File: config.mk
export PLATFORM = sky130hd
export DESIGN_NAME = vec_dual_mac_reduce
export DESIGN_NICKNAME = d
export VERILOG_FILES = /design/src/rtl/vdmr_pkg.sv /design/src/rtl/vdmr_lane_pick.sv /design/src/rtl/vdmr_prod.sv /design/src/rtl/vdmr_seq.sv /design/src/rtl/vec_dual_mac_reduce.sv
export SDC_FILE = /design/constraint.sdc
export NUM_CORES = 2
export LEC_CHECK = 0
export BUFFER_PORTS_ARGS = -buffer_cell sky130_fd_sc_hd__buf_2
export CORE_MARGIN = 2
export CORE_UTILIZATION = 55
export CTS_BUF_LIST = sky130_fd_sc_hd__clkbuf_8
export DETAILED_ROUTE_END_ITERATION = 8
export GPL_TIMING_DRIVEN = 0
export PLACE_DENSITY = 0.74
export SLEW_MARGIN = 10
export SYNTH_ARGS = -nofsm -noshare
export SYNTH_HDL_FRONTEND = slang
export SYNTH_SLANG_ARGS = --single-unit
File: constraint.sdc
create_clock -name clk -period 15.9 [get_ports clk]
set_input_delay 3.975 -clock clk [delete_from_list [all_inputs] [get_ports clk]]
set_output_delay 3.975 -clock clk [all_outputs]
set_load 0.02 [all_outputs]
File: src/rtl/vdmr_pkg.sv
`timescale 1ns/1ps
package vdmr_pkg;
   // Captured element mode of one request
   typedef struct packed {
      logic wide;
      logic sgn;
      logic xchg;
   } vdmr_mode_t;
endpackage

File: src/rtl/vdmr_lane_pick.sv
`timescale 1ns/1ps
module vdmr_lane_pick #(
   parameter int VEC_W  = 128,
   parameter int LANE_W = 16,
   parameter int WIDE_W = 32,
   parameter int IDX_W  = 3,
   parameter int PIDX_W = 4
) (
   input  logic [VEC_W-1:0]   vec_a,
   input  logic [VEC_W-1:0]   vec_b,
   input  logic [VEC_W/8-1:0] pred,
   input  logic [IDX_W-1:0]   idx,
   input  logic               wide,
   input  logic               xchg,
   output logic [WIDE_W-1:0]  fac_a,
   output logic [WIDE_W-1:0]  fac_b,
   output logic               lane_en
);
   localparam int N_NAR  = VEC_W / LANE_W;
   localparam int N_WIDE = VEC_W / WIDE_W;
   localparam int WIDX_W = $clog2(N_WIDE);
   localparam int NB     = LANE_W / 8;
   localparam int WB     = WIDE_W / 8;

   logic [LANE_W-1:0] nar_a [N_NAR];
   logic [LANE_W-1:0] nar_b [N_NAR];
   logic [WIDE_W-1:0] wid_a [N_WIDE];
   logic [WIDE_W-1:0] wid_b [N_WIDE];

   generate
      for (genvar i = 0; i < N_NAR; i++) begin : g_nar
         assign nar_a[i] = vec_a[i*LANE_W +: LANE_W];
         assign nar_b[i] = vec_b[i*LANE_W +: LANE_W];
      end
      for (genvar j = 0; j < N_WIDE; j++) begin : g_wid
         assign wid_a[j] = vec_a[j*WIDE_W +: WIDE_W];
         assign wid_b[j] = vec_b[j*WIDE_W +: WIDE_W];
      end
   endgenerate

   logic [IDX_W-1:0]  src;
   logic [PIDX_W-1:0] pbit;

   always_comb begin
      // exchange flips the index LSB: even e -> e+1, odd e -> e-1
      src = idx ^ {{(IDX_W-1){1'b0}}, xchg};
      if (wide) begin
         fac_a = wid_a[src[WIDX_W-1:0]];
         fac_b = wid_b[idx[WIDX_W-1:0]];
         pbit  = PIDX_W'(idx) * PIDX_W'(WB);
      end else begin
         fac_a = WIDE_W'(nar_a[src]);
         fac_b = WIDE_W'(nar_b[idx]);
         pbit  = PIDX_W'(idx) * PIDX_W'(NB);
      end
      lane_en = pred[pbit];
   end
endmodule

File: src/rtl/vdmr_prod.sv
`timescale 1ns/1ps
module vdmr_prod #(
   parameter int LANE_W = 16,
   parameter int WIDE_W = 32,
   parameter int ACC_W  = 64
) (
   input  logic [WIDE_W-1:0] fac_a,
   input  logic [WIDE_W-1:0] fac_b,
   input  logic              wide,
   input  logic              sgn,
   output logic [ACC_W-1:0]  prod
);
   localparam int PF_W = 2*WIDE_W + 2;

   logic signed [WIDE_W:0] xa, xb;
   logic signed [PF_W-1:0] pfull;

   always_comb begin
      if (wide) begin
         xa = {sgn & fac_a[WIDE_W-1], fac_a};
         xb = {sgn & fac_b[WIDE_W-1], fac_b};
      end else begin
         xa = {{(WIDE_W-LANE_W+1){sgn & fac_a[LANE_W-1]}}, fac_a[LANE_W-1:0]};
         xb = {{(WIDE_W-LANE_W+1){sgn & fac_b[LANE_W-1]}}, fac_b[LANE_W-1:0]};
      end
   end

   assign pfull = xa * xb;

   generate
      if (ACC_W > PF_W) begin : g_sext
         assign prod = {{(ACC_W-PF_W){pfull[PF_W-1]}}, pfull};
      end else begin : g_trunc
         assign prod = pfull[ACC_W-1:0];
      end
   endgenerate
endmodule

File: src/rtl/vdmr_seq.sv
`timescale 1ns/1ps
module vdmr_seq #(
   parameter int IDX_W  = 3,
   parameter int N_NAR  = 8,
   parameter int N_WIDE = 4
) (
   input  logic             clk,
   input  logic             rst_n,
   input  logic             start,
   input  logic             bad_req,
   input  logic             wide_q,
   output logic             accept,
   output logic             last,
   output logic [IDX_W-1:0] idx,
   output logic             busy,
   output logic             done,
   output logic             illegal
);
   assign accept = start & ~busy & ~bad_req;
   assign last   = busy & (idx == (wide_q ? IDX_W'(N_WIDE-1) : IDX_W'(N_NAR-1)));

   always_ff @(posedge clk or negedge rst_n) begin
      if (!rst_n) begin
         busy    <= 1'b0;
         done    <= 1'b0;
         illegal <= 1'b0;
         idx     <= '0;
      end else begin
         done    <= last;
         illegal <= start & ~busy & bad_req;
         if (accept) begin
            busy <= 1'b1;
            idx  <= '0;
         end else if (busy) begin
            idx <= idx + IDX_W'(1);
            if (last) busy <= 1'b0;
         end
      end
   end
endmodule

File: src/rtl/vec_dual_mac_reduce.sv
`timescale 1ns/1ps
module vec_dual_mac_reduce
   import vdmr_pkg::*;
#(
   parameter int VEC_W  = 128,
   parameter int LANE_W = 16,
   parameter int WIDE_W = 32,
   parameter int ACC_W  = 64
) (
   input  logic                clk,
   input  logic                rst_n,
   input  logic                start,
   input  logic                wide_sel,
   input  logic                signed_sel,
   input  logic                xchg_sel,
   input  logic                acc_sel,
   input  logic                skip_first,
   input  logic [VEC_W/8-1:0]  lane_pred,
   input  logic [VEC_W-1:0]    vec_a,
   input  logic [VEC_W-1:0]    vec_b,
   input  logic [ACC_W-1:0]    acc_in,
   output logic                busy,
   output logic                done,
   output logic                illegal,
   output logic [ACC_W/2-1:0]  res_lo,
   output logic [ACC_W/2-1:0]  res_hi
);
   localparam int PRED_W = VEC_W / 8;
   localparam int N_NAR  = VEC_W / LANE_W;
   localparam int N_WIDE = VEC_W / WIDE_W;
   localparam int IDX_W  = $clog2(N_NAR);
   localparam int PIDX_W = $clog2(PRED_W);
   localparam int HALF_W = ACC_W / 2;

   generate
      if (LANE_W % 8 != 0 || WIDE_W != 2*LANE_W) begin : g_bad_lane
         $error("vec_dual_mac_reduce: wide element must be twice a byte-multiple narrow element");
      end
      if (VEC_W % WIDE_W != 0 || N_WIDE < 2) begin : g_bad_vec
         $error("vec_dual_mac_reduce: vector must hold at least two wide elements");
      end
      if (ACC_W < 2*WIDE_W || ACC_W % 2 != 0) begin : g_bad_acc
         $error("vec_dual_mac_reduce: accumulator narrower than a full product");
      end
   endgenerate

   vdmr_mode_t         mode_q;
   logic [VEC_W-1:0]   va_q, vb_q;
   logic [PRED_W-1:0]  pred_q;
   logic [ACC_W-1:0]   acc_q, acc_d, res_q, prod;
   logic [WIDE_W-1:0]  fac_a, fac_b;
   logic               lane_en, accept, last;
   logic [IDX_W-1:0]   idx;

   vdmr_seq #(.IDX_W(IDX_W), .N_NAR(N_NAR), .N_WIDE(N_WIDE)) u_seq (
      .clk     (clk),
      .rst_n   (rst_n),
      .start   (start),
      .bad_req (~signed_sel & xchg_sel),
      .wide_q  (mode_q.wide),
      .accept  (accept),
      .last    (last),
      .idx     (idx),
      .busy    (busy),
      .done    (done),
      .illegal (illegal)
   );

   vdmr_lane_pick #(.VEC_W(VEC_W), .LANE_W(LANE_W), .WIDE_W(WIDE_W),
                    .IDX_W(IDX_W), .PIDX_W(PIDX_W)) u_pick (
      .vec_a   (va_q),
      .vec_b   (vb_q),
      .pred    (pred_q),
      .idx     (idx),
      .wide    (mode_q.wide),
      .xchg    (mode_q.xchg),
      .fac_a   (fac_a),
      .fac_b   (fac_b),
      .lane_en (lane_en)
   );

   vdmr_prod #(.LANE_W(LANE_W), .WIDE_W(WIDE_W), .ACC_W(ACC_W)) u_prod (
      .fac_a (fac_a),
      .fac_b (fac_b),
      .wide  (mode_q.wide),
      .sgn   (mode_q.sgn),
      .prod  (prod)
   );

   assign acc_d = acc_q + (lane_en ? prod : '0);

   always_ff @(posedge clk or negedge rst_n) begin
      if (!rst_n) begin
         mode_q <= '0;
         va_q   <= '0;
         vb_q   <= '0;
         pred_q <= '0;
         acc_q  <= '0;
         res_q  <= '0;
      end else begin
         if (accept) begin
            mode_q <= '{wide: wide_sel, sgn: signed_sel, xchg: xchg_sel};
            va_q   <= vec_a;
            vb_q   <= vec_b;
            pred_q <= lane_pred;
            acc_q  <= (acc_sel | skip_first) ? acc_in : '0;
         end else if (busy) begin
            acc_q <= acc_d;
         end
         if (last) res_q <= acc_d;
      end
   end

   assign res_lo = res_q[HALF_W-1:0];
   assign res_hi = res_q[ACC_W-1:HALF_W];
endmodule

==> results.py <==
metrics = {
    "yosys": {
        "yosysSeqAreaShare_pct": 16.4,
        "synth.top_cell.area_share_pct": 36.9,
        "synthMuxAreaShare_pct": 5.33,
        "syn_nets": 8695,
        "synth_xor_area_share_pct": 1.89,
        "synth_cells": 6949,
        "synth_compound_area_share_pct": 7.68,
        "async_flop_share_pct": 100,
        "syn-cell-area_um2": 61100,
        "ys_ff_latch": 401,
        "yosysWarnings": 0,
        "synth_top_family_by_area": "adder cells",
        "syn_avg_cell_area_um2": 8.80,
        "yosys.area_share.adder_pct": 42.5,
        "synth-edff-count": 0,
        "synth_flop_cell": "dfrtp_1",
        "synth_area_leaders": "fa_1 37%, dfrtp_1 16%, nand2_1 9.6%, inv_1 7.1%, ha_1 5.7%",
        "synth_largest_area_cell": "fa_1",
        "ys_types": 85,
        "yosys.area_share.simple_pct": 16.4,
    },
    "timing": {
        "max_freq_mhz": 64.1,
        "fin_crit_sh_pct": 98.1,
        "post-route-min-period_ps": 15600,
        "finalSetupViolCount": 0,
        "fin_skew_ps": 76.8,
        "rsz0062_at_grt": "false",
        "hold_violations": 0,
        "relSlewSlack_pct": 3.19,
        "drv_slew": 0,
        "tightestPinTransition_ps": 1440,
        "final.setup.tns_ps": 0,
    },
    "global_routing": {
        "grt_pass1_vias": 54608,
        "grt_max_degree": 113,
        "grt_use_total_pct": 45.7,
        "grt-ovfl-total": 0,
        "grt_pass1_wl_um": 367000,
        "antenna_found_initial": 17,
    },
    "worst_setup_path": {
        "r2r-start": "u_seq.idx[1]",
        "cp.required_ps": 16420,
        "cp-end-kind": "flop",
        "r2r-end": "acc_q[54]",
        "arrival_ps": 16120,
        "critPathMaxStageDelay_ps": 870,
        "slowest_stage": "a21oi_2",
        "worstPathMaxFanout": 10,
        "critical_path_class": "reg2reg",
        "r2r_slack_ps": 300,
        "crit_start": "u_seq.idx[1]",
        "crit_top_cell": "fa_1",
        "r2r_cells": 42,
        "critical_path.startpoint_type": "flop",
    },
    "floorplan": {
        "core_um2": 111000,
        "io_pins": 411,
        "die_h_um": 337,
        "dieArea_um2": 114000,
        "fp.dieW_um": 337,
        "initial_core_util_pct": 55.3,
        "rows": 122,
    },
    "detailed_routing": {
        "viasPerCell": 5.96,
        "drc": 0,
        "drtPass1Iterations": 6,
        "vias": 53692,
        "drt_iter0_drc": 5829,
        "drtAntennaViolNets": 0,
        "wire_per_inst_um": 28.4,
        "drt-total-wl_um": 256000,
    },
    "finish": {
        "num-nets-final": 9200,
        "n_fill_cell": 9875,
        "syn2layout_area_growth_pct": 9.60,
        "layout_common_cells": "1571 x nand2_1, 1179 x inv_1, 1125 x fa_1",
        "drive_above_1_share_pct": 10.8,
        "final_common_cell": "nand2_1",
    },
    "cts": {
        "cts_made_buffers": 70,
        "clkLatencyLatePin_ps": 730,
        "clkSinkCount": 401,
        "clockRootBuffer": "clkbuf_8",
        "tritoncts": "yes",
        "path_clk_slew_ps": 60,
        "clockBufferDepth": 3,
        "ctsHtreeMaxLevel": 3,
    },
    "placement": {
        "post-dp-hpwl_um": 215000,
        "io_buffers": 402,
        "gp_congestion": 1.11,
    },
    "status": {
        "status": "finished, final reports clean",
    },
    "hold_path": {
        "min-delay-start": "va_q[2]",
        "min_path_cells": 2,
        "min_to": "va_q[2]",
        "hp-class": "reg2reg",
    },
    "job": {
        "cap_violations": 0,
    },
}
-- worst max-delay path by stage --
stage                 to  slack (ps)  depth (start not counted)
2_1_floorplan  acc_q[61]        4220                         49
3_3_place_gp   res_q[62]          20                         40
3_5_place_dp   res_q[62]         100                         40
4_1_cts        res_q[62]          40                         40
5_1_grt        res_q[54]          20                         40
6_report       acc_q[54]         300                         42
-- worst max-delay path: cells and delay by family (launching register included) --
kind | cells | cell delay, ps
compound gates | 16 | 5310
simple gates | 5 | 610
buf+inv | 9 | 3470
fa+ha+maj | 10 | 4930
xor+xnor | 2 | 550
flops | 1 | 530
-- per-stage QoR --
step	area [um2]	std cells	setup WS [ps]	utilization, %	hold slack, ps
finish	67000	9003	296	60.6	473
global route	67000	8995	17.5	60.6	504
CTS	66900	8993	44.6	60.5	477
detailed placement	65500	8870	101	59.3	461
global placement	65000	8839	15.4	58.8	456
floorplan	61100	6949	4220	-	437
-- state kept, by name (all words and copies together) (netlist names) --
register,flops
va_q,128
vb_q,128
acc_q,64
res_q,64
pred_q,8
mode_q,3
u_seq.idx,3
u_seq.busy,1
u_seq.done,1
u_seq.illegal,1
-- metal layers --
layer / GRT usage [%] / up-vias / share of wire, %
li1: - / 22335 / -
met1: 59.1 / 27029 / 37
met2: 67.5 / 3519 / 43
met3: 12.5 / 801 / 12
met4: 31.1 / 8 / 8.3
met5: 0 / - / 0.023
-- final cells by class --
cell class              instances  area (um2)  share of cell area (%)
diodes                         10        25.0                  0.0374
clock buffers                  83        1140                    1.71
repair buffers                434        2450                    3.66
inverters                    1158        4350                    6.49
well taps                    1488        1860                    2.78
clock inverters                40         231                   0.346
plain buffers                 387        1610                    2.40
flip-flops and latches        401       10000                    15.0
multi-input cells            5002       45300                    67.6
-- cell usage after synthesis, types with 24 or more instances --
master,count
a21oi_1,218
mux2i_1,98
fa_1,1126
nor2_1,734
clkbuf_1,284
dfrtp_1,401
buf_2,62
buf_1,24
o21a_1,34
o21bai_1,28
xor2_1,55
o21ai_0,136
mux2_2,29
nand2_1,1571
mux4_2,86
inv_1,1156
a21o_1,102
a211oi_1,27
nand3_1,57
xnor2_1,73
nand2b_1,27
ha_1,276
nor2b_1,25
-- kinds of logic after synthesis --
logic type | after synthesis
simple gates | 2536
flops | 401
mux | 214
buf+inv | 1546
compound gates | 720
xor+xnor | 130
fa+ha+maj | 1402
-- what timing repair did --
item / CTS / global route
endpoints found under the hold margin: 0 / 0
gates resized for setup: 0 / 8
hold buffers: 0 / 0
setup endpoints to repair: 0 / 24
setup buffers: 0 / 0
Power is left out: the tool's default activity adds up to more than one toggle a clock period on the data nets, which glitch-free logic cannot reach.
